==> config.mk <==
export PLATFORM = sky130hd
export DESIGN_NAME = updown_compare_timer
export DESIGN_NICKNAME = d
export VERILOG_FILES = /design/src/rtl/updown_compare_timer.sv
export SDC_FILE = /design/constraint.sdc
export NUM_CORES = 1
export LEC_CHECK = 0
export ABC_AREA = 1
export BUFFER_PORTS_ARGS = -buffer_cell sky130_fd_sc_hd__buf_2
export CAP_MARGIN = 20
export CORE_MARGIN = 2
export CORE_UTILIZATION = 25
export CTS_CLUSTER_SIZE = 12
export DETAILED_ROUTE_END_ITERATION = 6
export SLEW_MARGIN = 10
export SYNTH_ARGS = -nofsm -noshare
export SYNTH_HDL_FRONTEND = slang
export SYNTH_SLANG_ARGS = --single-unit
==> constraint.sdc <==
create_clock -name clk -period 4.4 [get_ports clk]
set_input_delay 0.22 -clock clk [delete_from_list [all_inputs] [get_ports clk]]
set_output_delay 0.22 -clock clk [all_outputs]
set_load 0.02 [all_outputs]
==> src/rtl/updown_compare_timer.sv <==
module updown_compare_timer #(
  parameter int W  = 16,
  parameter int RW = 8
) (
  input  logic         clk,
  input  logic         rst_n,
  input  logic         wr_en,
  input  logic [2:0]   wr_addr,
  input  logic [W-1:0] wr_data,
  input  logic [2:0]   rd_addr,
  output logic [W-1:0] rd_data,
  input  logic         trig_i,
  input  logic         clr_i,
  input  logic         ext_rst_i,
  output logic         oc_o,
  output logic         cc_evt_o,
  output logic         upd_evt_o,
  output logic         irq_o
);
  localparam logic [2:0] A_CTRL = 3'd0, A_PER = 3'd1, A_CMP = 3'd2, A_REP = 3'd3,
                         A_FLG  = 3'd4, A_CLR = 3'd5, A_CNT = 3'd6;
  localparam logic [W-1:0] ONE = W'(1);

  logic [3:0]    ctrl;
  logic [W-1:0]  arr_p, cmp_p, arr_a, cmp_a, cnt;
  logic [RW-1:0] rep_p, rep_c;
  logic          dn, run_q, tgl_q, clr_q, flg_cc, flg_up;

  wire en  = ctrl[0];
  wire ctr = ctrl[1];
  wire opm = ctrl[2];
  wire pwm = ctrl[3];

  wire active = en & (~opm | run_q);
  wire hit    = active & (cnt == cmp_a);
  wire bnd    = active & (!ctr ? (cnt >= arr_a)
                        : (!dn ? ({1'b0, cnt} + {1'b0, ONE} >= {1'b0, arr_a}) : (cnt <= ONE)));
  wire upd    = active & (ext_rst_i | (bnd & (rep_c == '0)));
  wire clr_wr = wr_en & (wr_addr == A_CLR);

  assign cc_evt_o  = hit;
  assign upd_evt_o = upd;
  assign irq_o     = flg_cc | flg_up;
  assign oc_o      = (pwm ? (active & (cnt < cmp_a)) : tgl_q) & ~clr_q;

  always_comb begin
    case (rd_addr)
      A_CTRL:  rd_data = W'(ctrl);
      A_PER:   rd_data = arr_p;
      A_CMP:   rd_data = cmp_p;
      A_REP:   rd_data = W'(rep_p);
      A_FLG:   rd_data = W'({flg_up, flg_cc});
      A_CNT:   rd_data = cnt;
      default: rd_data = '0;
    endcase
  end

  always_ff @(posedge clk or negedge rst_n) begin
    if (!rst_n) begin
      ctrl <= '0; arr_p <= '0; cmp_p <= '0; rep_p <= '0;
    end else if (wr_en) begin
      case (wr_addr)
        A_CTRL:  ctrl  <= wr_data[3:0];
        A_PER:   arr_p <= wr_data;
        A_CMP:   cmp_p <= wr_data;
        A_REP:   rep_p <= wr_data[RW-1:0];
        default: ;
      endcase
    end
  end

  always_ff @(posedge clk or negedge rst_n) begin
    if (!rst_n) begin
      cnt <= '0; dn <= 1'b0; tgl_q <= 1'b0;
      arr_a <= '0; cmp_a <= '0; rep_c <= '0;
    end else if (!active) begin
      cnt <= '0; dn <= 1'b0; tgl_q <= 1'b0;
      arr_a <= arr_p; cmp_a <= cmp_p; rep_c <= rep_p;
    end else begin
      if (upd) begin
        arr_a <= arr_p; cmp_a <= cmp_p; rep_c <= rep_p;
      end else if (bnd) begin
        rep_c <= rep_c - 1'b1;
      end
      if (ext_rst_i) begin
        cnt <= '0; dn <= 1'b0;
      end else if (!ctr) begin
        cnt <= bnd ? '0 : cnt + ONE;
        dn  <= 1'b0;
      end else if (!dn) begin
        cnt <= cnt + ONE;
        if (bnd) dn <= 1'b1;
      end else begin
        cnt <= cnt - ONE;
        if (bnd) dn <= 1'b0;
      end
      if (hit) tgl_q <= ~tgl_q;
    end
  end

  always_ff @(posedge clk or negedge rst_n) begin
    if (!rst_n) begin
      run_q <= 1'b0; clr_q <= 1'b0; flg_cc <= 1'b0; flg_up <= 1'b0;
    end else begin
      if (!en)              run_q <= 1'b0;
      else if (trig_i)      run_q <= 1'b1;
      else if (opm && upd)  run_q <= 1'b0;

      if (clr_i)                 clr_q <= 1'b1;
      else if (upd || !active)   clr_q <= 1'b0;

      if (hit)                        flg_cc <= 1'b1;
      else if (clr_wr && wr_data[0])  flg_cc <= 1'b0;
      if (upd)                        flg_up <= 1'b1;
      else if (clr_wr && wr_data[1])  flg_up <= 1'b0;
    end
  end

  a_r2_edge_wrap: assert property (@(posedge clk) disable iff (!rst_n)
    (active && !ctr && cnt >= arr_a && !ext_rst_i && !wr_en) |=> (cnt == '0));

  a_r5_wrap_follow: assert property (@(posedge clk) disable iff (!rst_n)
    (active && !ctr && !opm && cnt >= arr_a && rep_c == '0 && cmp_p == '0
     && !ext_rst_i && !wr_en) |=> cc_evt_o);

  a_r6_valley_follow: assert property (@(posedge clk) disable iff (!rst_n)
    (active && ctr && dn && !opm && cnt == ONE && rep_c == '0 && cmp_p == '0
     && !ext_rst_i && !wr_en) |=> cc_evt_o);

  a_r7_toggle: assert property (@(posedge clk) disable iff (!rst_n)
    (hit && !pwm && en && !opm && !wr_en) |=> (tgl_q != $past(tgl_q)));

  a_r8_flag_sticky: assert property (@(posedge clk) disable iff (!rst_n)
    (flg_cc && !(clr_wr && wr_data[0])) |=> flg_cc);

  a_r9_single_run: assert property (@(posedge clk) disable iff (!rst_n)
    (en && opm && upd && !trig_i && !wr_en) |=> !run_q);

  a_r10_clear_release: assert property (@(posedge clk) disable iff (!rst_n)
    (en && !opm && pwm && ext_rst_i && !clr_i && !wr_en && cmp_p != '0) |=> oc_o);
endmodule

=== Word level (Yosys, flattened, before mapping) ===
Cells that the tools add are included.

* Magnitude comparators: 4
* $add $sub $neg: 4
* Equal/unequal tests: 14
* Multiplexer cells: 33
* Reduce and logical (&&, ||, !) cells: 15
* Bitwise logic cells: 14

{| class="wikitable"
|+ Operators with widths
! operator !! number
|-
| $mux W16 || 9
|-
| $pmux W16 S6 || 1
|-
| $mux W8 || 3
|-
| $mux W1 || 20
|-
| $add A16 B1 Y17 const B || 1
|-
| $ge A17 B16 Y1 || 1
|-
| $add A16 B1 Y16 const B || 1
|-
| $eq A16 B16 Y1 || 1
|-
| $ge A16 B16 Y1 || 1
|-
| $le A16 B1 Y1 const B || 1
|-
| $lt A16 B16 Y1 || 1
|-
| $sub A16 B1 Y16 const B || 1
|-
| $eq A3 B2 Y1 const B || 4
|-
| $eq A3 B3 Y1 const B || 3
|-
| $and A1 B1 Y1 || 8
|-
| $logic_not A8 Y1 || 1
|-
| $reduce_and A2 Y1 || 4
|-
| $sub A8 B1 Y8 const B || 1
|-
| $eq A3 B1 Y1 const B || 2
|-
| $logic_not A3 Y1 || 2
|-
| $reduce_bool A2 Y1 || 3
|-
| $logic_and A1 B1 Y1 || 3
|-
| $ne A3 B1 Y1 const B || 1
|-
| $ne A3 B2 Y1 const B || 1
|-
| other kinds (6) || 10
|}

* Output and inout port bits: 20
* Word-level logic and storage cells: 98
* Input port bits: 28
* Flip-flop bits (word level): 106

=== Logic depth before layout (Yosys ltp) ===
Gate-level depths: netlist of run 1.

* Word-level depth: 12
* Mapped depth: 24
* Gate-level depth less buffers: 22

=== Worst setup path after synthesis of run 1 ===
Ideal clock, no wire load.

* Path kind: register -> output
* From: register cnt[2]
* To: output port upd_evt_o
* Buffers on the path: 1
* Required time: 4.180 ns
* Data arrival time: 2.678 ns
* Setup slack: 1.502 ns
* Cell stages (with the launch flop): 22
* Cells stage by stage: dfrtp_1 > buf_6 > nand3_2 > nor2_1 > nand3_1 > nor2_1 > nand2_1 > nor2_2 > nand2_1 > nor2_2 > nand2_1 > xor2_1 > ha_1 > and3_1 > nand3_1 > nor3_1 > nor2_1 > nand3_2 > nand4_4 > nand2_1 > nand2_1 > inv_1

* Longest elaborated chain between the ends: 8
* Elaborated cells between the ends (all ways): 10
* Classes of those cells: add/sub (1); order compare (3); mux (2); bitwise (4)

{| class="wikitable"
|+ RTL lines
! item !! line !! RTL
|-
| start: declaration || 25 || <nowiki>logic [W-1:0] arr_p, cmp_p, arr_a, cmp_a, cnt;</nowiki>
|-
| start signal: assignment || 88 || <nowiki>cnt <= bnd ? '0 : cnt + ONE;</nowiki>
|-
| start signal: assignment || 91 || <nowiki>cnt <= cnt + ONE;</nowiki>
|-
| start signal: assignment || 94 || <nowiki>cnt <= cnt - ONE;</nowiki>
|-
| $add A16 B1 Y17 || 37 || <nowiki>: (!dn ? ({1'b0, cnt} + {1'b0, ONE} >= {1'b0, arr_a}) : (cnt <= ONE)));</nowiki>
|-
| $ge A17 B16 Y1 || 37 ||
|-
| $mux W1 || 37 ||
|-
| $mux W1 (*) || 36 || <nowiki>wire bnd = active & (!ctr ? (cnt >= arr_a)</nowiki>
|-
| $and A1 B1 Y1 (*) || 36 ||
|-
| $and A1 B1 Y1 (*) || 38 || <nowiki>wire upd = active & (ext_rst_i | (bnd & (rep_c == '0)));</nowiki>
|-
| $or A1 B1 Y1 (*) || 38 ||
|-
| $and A1 B1 Y1 (*) || 38 ||
|-
| end: declaration || 17 || <nowiki>output logic upd_evt_o,</nowiki>
|}

Every way passes the cells marked *; elsewhere a longest branch is shown, timed or not.

=== Worst setup path after layout of run 1 ===
Same ends and word-level chain as after synthesis.

==> out/results.ini, run 1 <==
[status]
status = finished clean

[setup_path]
endpoint_kind = output port
cp_slowest_cell = dfrtp_1
critPathLaunchType = flop
r2r_setup_slack_ns = 0.75
cp.arrival_ns = 3.76
path_buf_inv = 2
slowest_delay_ns = 0.54
critPathRequiredTime_ns = 4.18
crit_family = simple AND/OR/NAND/NOR gates
crit_path_frequent_cell = nand2_1
cp_cell_sequence = nand3_2, nor2_1, nand3_1, nor2_1, nand2_1, nor2_2, nand2_1, nor2_2, nand2_1, xor2_1, ha_1, and3_1, nand3_1, nor3_1, nor2_1, nand3_2, nand4_4, nand2_1, nand2_1, inv_1, buf_2
crit_type = reg -> out
critPathMaxFanout = 12

[synthesis]
yosysSeqAreaShare = 0.403
synth_edf_count = 0
synth-seq-cells = 106
synth_area_um2 = 6590
yosys_warnings = 0
syn-num-nets = 917
syn_area_per_cell_um2 = 7.87
postSynthCellCount = 837
synth_ff_type = dfrtp_1
async_reset_ff_frac = 1.00
synth_cell_types = 49

[global_routing]
grtUsageTotal = 0.132
grt_overflow_total = 0
grt_pass1_vias = 5517
antenna_found_initial = 0
grt_first_pass_wirelength_um = 29400
grt_max_degree = 76

[timing]
finalCritPeriodShare = 0.904
skew_ns = 0.00714
max_freq_ghz = 0.251
fin_crit_ns = 3.98
max_slew.worst_pin.slew_ns = 0.987
fin_tns_setup_ns = 0
setup_viol = 0
maxSlewHeadroom = 0.341
hold_viol = 0
rsz0062_at_grt = false
worst_slack_ns = 0.422
finalMaxSlewViolations = 0

[detailed_routing]
drt_iter0_markers = 317
routed-via-count = 5656
dr.pass1.iters = 5
wl_per_cell_um = 14.6
drc = 0
vias_per_cell = 4.64
routed_wl_um = 17800
antenna_left = 0

[final_layout]
syn2layout_area_growth_pct = 14.1
finish.net_count = 959
antenna_cells = 0
drive_above_1_share = 0.112
fin_util = 0.289

[power_and_ir_drop]
peakVddDrop_v = 0.000193
total_power_w = 0.00285
p_per_area_nw_per_um2 = 379
p_leak_nw = 3.87

[clock_network]
cts_tree = yes
cts_resized = 0
cts_max_level = 3
cts_buffers = 9
cts.sinks = 106
clk_pin_slew_worst_paths_ns = 0.07
ctsLongestPathBuffers = 2
clockRootBuffer = clkbuf_16
clk_latency_ns = 0.37

[floorplanning]
dieArea_um2 = 27700
die_w_um = 166
core_um2 = 26000
start_util = 0.254
die_h_um = 166
io_pins = 48
rows = 59

[min_path]
min_path_type = in -> reg

[placement]
place_congestion = 0.844
io_buffers = 47
dpl.hpwl_um = 13300
dp_slack_ns = 0.793

[job]
timing.max_cap.violations = 0

==> synthesized netlist by cell type, types with 2 or more instances <==
cell type	number	area, µm²
o21ai_0	92	460
o2111ai_1	6	52.6
a22oi_1	16	120
clkinv_1	2	7.51
o22ai_1	3	18.8
nand4_1	9	56.3
nor3_1	15	75.1
o221ai_1	2	17.5
buf_2	6	30.0
inv_1	124	465
nand3b_1	2	15.0
a21oi_1	28	140
o21a_1	2	15.0
a211oi_1	2	15.0
dfrtp_1	106	2650
xor2_1	14	123
or2_2	2	12.5
nor2_2	7	43.8
nand3_2	5	50.1
o21bai_1	3	22.5
xnor2_1	4	35.0
nand3_1	43	215
a221oi_1	3	26.3
nor2_1	40	150
nand2_1	190	713
nand2_2	2	12.5
nand2_4	2	22.5
inv_2	4	15.0
o211a_1	2	20.0
ha_1	52	651
clkbuf_1	11	41.3
buf_6	3	33.8
buf_4	5	37.5
o21ai_1	15	75.1
==> cell type report <==
cell class / instances / area (µm²)
clock buffers: 11 / 243
clock inverters: 4 / 35.0
fillers: 2818 / 18500
inverters: 130 / 488
multi-input cells: 575 / 3310
flip-flops and latches: 106 / 2650
well taps: 335 / 419
repair buffers: 57 / 368
==> timing repair <==
action,in CTS,in global routing
buffers inserted,0,0
hold buffers,0,1
hold endpoints to repair,0,22
==> where the power goes <==
part           leakage, nW  switching [W]  internal, W
Sequential            1.36       0.000118      0.00115
Clock                0.130       0.000393     0.000403
Combinational         2.39       0.000512     0.000273
Total                 3.87        0.00102      0.00183
==> kinds of logic after synthesis <==
family	Yosys count	synth area share
adder cells (fa/ha/maj)	52	0.0987
AND/OR/NAND/NOR	322	0.216
AO/OA/AOI/OAI	183	0.163
XOR/XNOR	18	0.0239
buffers and inverters	156	0.0964
flip-flops	106	0.403
==> state kept, by name (all words and copies together) (netlist names), 4 cells and up <==
name   count
rep_c      8
ctrl       4
rep_p      8
cnt       16
cmp_a     16
arr_p     16
arr_a     16
cmp_p     16
==> per-stage QoR <==
| stage | std cells | instance area, µm² | hold WS, ns |
|---|---|---|---|
| 2_1_floorplan | 837 | 6590 | -0.0756 |
| 3_3_place_gp | 1199 | 7170 | 0.440 |
| 3_5_place_dp | 1200 | 7170 | 0.437 |
| 4_1_cts | 1215 | 7450 | 0.0566 |
| 5_1_grt | 1218 | 7520 | 0.0906 |
| 6_report | 1218 | 7520 | 0.0713 |
==> final timing paths <==
kind                                       from              endpoint  cells after the start
min in group asynchronous                 rst_n  rep_c[2]$_DFFE_PN0P_                      2
min                                       clr_i     clr_q$_DFFE_PN0P_                      2
max reg2reg                    cnt[2]$_DFF_PN0_  arr_a[9]$_DFFE_PN0P_                     21
max in group asynchronous                 rst_n  cmp_a[2]$_DFFE_PN0P_                      3
max                            cnt[2]$_DFF_PN0_             upd_evt_o                     21
min reg2reg                rep_p[0]$_DFFE_PN0P_  rep_p[0]$_DFFE_PN0P_                      2
==> cells in the final DEF (no fill, tap or decap), types with 9 or more instances in the layout <==
cell type	n
o21ai_1	15
ha_1	52
a22oi_1	16
nand3_1	43
o21ai_0	92
xor2_1	14
clkbuf_16	9
inv_1	124
nand4_1	9
buf_2	46
dfrtp_1	106
nor3_1	13
nand2_1	190
a21oi_1	28
nor2_1	40
==> worst register-to-register path: stages (launching register included) <==
cell and delay [ns]:
dfrtp_1 0.54, nand3_2 0.14, nor2_1 0.14, nand3_1 0.12
nor2_1 0.12, nand2_1 0.10, nor2_2 0.16, nand2_1 0.10
nor2_2 0.13, nand2_1 0.10, xor2_1 0.16, ha_1 0.29
and3_1 0.18, nand3_1 0.08, nor3_1 0.15, nor2_1 0.07
nand3_2 0.12, nand4_4 0.22, nand2_4 0.20, buf_12 0.24
nand2_1 0.13, o21ai_0 0.08
==> metal layers <==
metal	vias up	track usage	part of all wire
li1	2854	-	-
met1	2681	0.187	0.50
met2	104	0.204	0.45
met3	17	0.0217	0.035
met4	0	0.0442	0.017
met5	-	0	0
Power figures use the tool's default switching activity.
==> inputs of run 2 (changes only) <==
--- a/config.mk
+++ b/config.mk
@@ -5,7 +5,6 @@
 export SDC_FILE = /design/constraint.sdc
 export NUM_CORES = 1
 export LEC_CHECK = 0
-export ABC_AREA = 1
 export BUFFER_PORTS_ARGS = -buffer_cell sky130_fd_sc_hd__buf_2
 export CAP_MARGIN = 20
 export CORE_MARGIN = 2
==> out/results.ini, run 2 <==
[status]
status = finished with violations
violations = hold timing

[power_and_ir_drop]
peakVddDrop_v = 0.000239  ; +24%
p_per_area_nw_per_um2 = 406  ; +7.1%
p_leak_nw = 3.39  ; -12%

[global_routing]
grt_first_pass_wirelength_um = 26600  ; -9.3%
antenna_found_initial = 0  ; unchanged
grtUsageTotal = 0.127  ; -0.00539
grt_pass1_vias = 4821  ; -13%
grt_max_degree = 70  ; -7.9%
grt_overflow_total = 0  ; unchanged

[clock_network]
cts.sinks = 106  ; unchanged
cts_buffers = 9  ; unchanged
cts_tree = yes
clk_latency_ns = 0.36  ; about the same
cts_max_level = 3  ; unchanged
holdBufCountCts = 0  ; unchanged
clk_pin_slew_worst_paths_ns = 0.07  ; about the same
ctsLongestPathBuffers = 2  ; unchanged
clockRootBuffer = clkbuf_16

[synthesis]
synth_xor_xnor_area_share = 0.0461  ; +0.0222
async_reset_ff_frac = 1.00  ; unchanged
yosys.area.top_type = dfrtp_1
synth_cell_types = 63  ; +29%
synth_top_family_by_area = multiplexers
yosys.area_share.adder = 0.101  ; +0.00209
yosysMostFrequentCell = dfrtp_1
synth_edf_count = 0  ; unchanged
synthSimpleGateAreaFrac = 0.120  ; -0.0953
syn-num-nets = 694  ; -24%
synth_ff_type = dfrtp_1
synthTopCellsByArea = dfrtp_1 (41%), mux2_2 (13%), ha_1 (10%)
yosysSeqAreaShare = 0.411  ; +0.00851
synth_mux_area_frac = 0.154  ; +0.154
yosys_warnings = 0  ; unchanged
synth_area_um2 = 6450  ; -2.1%
synth_compound_area_frac = 0.122  ; -0.0406
postSynthCellCount = 614  ; -27%
synth_commonest_cells = dfrtp_1 (106), mux2_2 (75), ha_1 (52)
synth-seq-cells = 106  ; unchanged
syn_area_per_cell_um2 = 10.5  ; +33%
yosysTopAreaCellShare = 0.411  ; +0.00851

[floorplanning]
core_um2 = 25300  ; -2.8%
die_h_um = 165  ; -1.0%
start_util = 0.256  ; +0.00194
io_pins = 48  ; unchanged
rows = 58  ; -1.7%
dieArea_um2 = 27100  ; -2.0%
die_w_um = 165  ; -1.0%

[detailed_routing]
top_layer_used = met4
drt_iter0_markers = 219  ; -31%
antenna_left = 0  ; unchanged
routed_wl_um = 16200  ; -8.8%
wl_per_cell_um = 16.3  ; +12%
wl_met2_um = 7430  ; -6.0%
vias_per_cell = 4.80  ; +3.5%
drc = 0  ; unchanged
m1WireLength_um = 7880  ; -12%
dr.pass1.iters = 4  ; -1
routed-via-count = 4766  ; -16%
dr_wl_met3_um = 448  ; -29%

[placement]
place_inst = 977  ; -19%
dpl.hpwl_um = 12300  ; -7.4%
io_buffers = 47  ; unchanged
place_congestion = 0.889  ; +5.3%
dp_slack_ns = 0.362  ; -0.431 ns

[final_layout]
antenna_cells = 0  ; unchanged
finalNonFillerCells = 992  ; -19%
drive_above_1_share = 0.269  ; +0.157
layout_commonest_cell = dfrtp_1
finish.net_count = 738  ; -23%
final_cell_mix = dfrtp_1 (105), mux2_2 (75), ha_1 (52), buf_2 (46), inv_1 (42)
syn2layout_area_growth_pct = 16.0
fill_cells = 2669  ; -5.3%

[timing]
max_slew.worst_pin.slew_ns = 1.15  ; +0.168 ns
finalCritPeriodShare = 0.935  ; +0.0311
max_freq_ghz = 0.243  ; -3.3%
fin_tns_setup_ns = 0  ; unchanged
worst_slack_ns = 0.285  ; -0.137 ns
whs_ns = -0.0323  ; -0.104 ns
setup_viol = 0  ; unchanged
skew_ns = 0.00801  ; +0.000868 ns
hold_viol = 25  ; +25
finalMaxSlewViolations = 0  ; unchanged
maxSlewHeadroom = 0.224  ; -0.116
fin_crit_ns = 4.12  ; +0.137 ns

[setup_path]
critPathRequiredTime_ns = 4.18  ; about the same
cp.arrival_ns = 3.90  ; +0.14 ns
crit_type = reg -> out
critPathLaunchType = flop
critPathMaxFanout = 7  ; -5
rr_startpoint = cnt[0]$_DFF_PN0_
crit_path_start = cnt[0]$_DFF_PN0_
endpoint_kind = output port

[job]
timing.max_cap.violations = 0  ; unchanged

[min_path]
min_path_type = in -> async

==> run 2: final timing paths <==
kind	to	slack (ns)	depth (start not counted)
worst max register to register	arr_a[9]$_DFFE_PN0P_	0.45	14
worst max-delay path	upd_evt_o	0.28	15
worst min-delay path	arr_p[2]$_DFFE_PN0P_	-0.03	1
min in group clk	clr_q$_DFFE_PN0P_	0.05	2
worst min register to register	arr_a[12]$_DFFE_PN0P_	0.51	1
max in group asynchronous	cnt[1]$_DFF_PN0_	3.40	2
==> run 2: cell type report <==
cell class	count	area, µm²	share of cell area
multi-input cells	435	3550	0.475
flip-flops and latches	106	2650	0.355
well taps	330	413	0.0552
repair buffers	64	378	0.0505
clock buffers	11	253	0.0338
inverters	42	158	0.0211
clock inverters	4	75.1	0.0100
==> run 2: layer usage <==
| metal | vias up | global-route usage |
|---|---|---|
| met5 | - | 0 |
| met4 | 0 | 0.0526 |
| met3 | 24 | 0.0171 |
| met2 | 80 | 0.200 |
| met1 | 2360 | 0.174 |
| li1 | 2302 | - |
==> run 2: worst max-delay path, stage by stage (launching register included) <==
cell       delay, ns
dfrtp_1         0.47
ha_1            0.26
nand4_1         0.18
nor2_2          0.22
and2_1          0.21
nand3_1         0.11
xnor2_1         0.23
ha_1            0.28
a21o_1          0.17
a2111oi_0       0.35
and3_2          0.32
a211oi_2        0.13
buf_4           0.21
a21oi_2         0.17
nor2_1          0.06
buf_2           0.16
==> run 2: what timing repair did <==
| item | in CTS | in global routing |
|---|---|---|
| gates resized for setup | 0 | 5 |
| buffers inserted | 0 | 0 |
| endpoints found under the setup margin | 0 | 1 |
==> run 2: metrics by stage <==
stage | area [µm²] | util | power (W)
2_1_floorplan | 6450 | - | 0.00190
3_3_place_gp | 7140 | 0.283 | 0.00215
3_5_place_dp | 7140 | 0.283 | 0.00217
4_1_cts | 7470 | 0.296 | 0.00306
5_1_grt | 7480 | 0.296 | 0.00322
6_report | 7480 | 0.296 | 0.00304
==> run 2: cell families after synthesis <==
logic type	count (synthesis)
buf+inv	73
compound gates	112
mux	87
flops	106
simple gates	150
fa+ha+maj	52
xor+xnor	34
==> run 2: report_power, final <==
group / total, W / internal, W / switching (W)
registers: 0.00135 / 0.00118 / 0.000164
logic: 0.000801 / 0.000388 / 0.000413
clock network: 0.000890 / 0.000527 / 0.000364
total: 0.00304 / 0.00210 / 0.000941
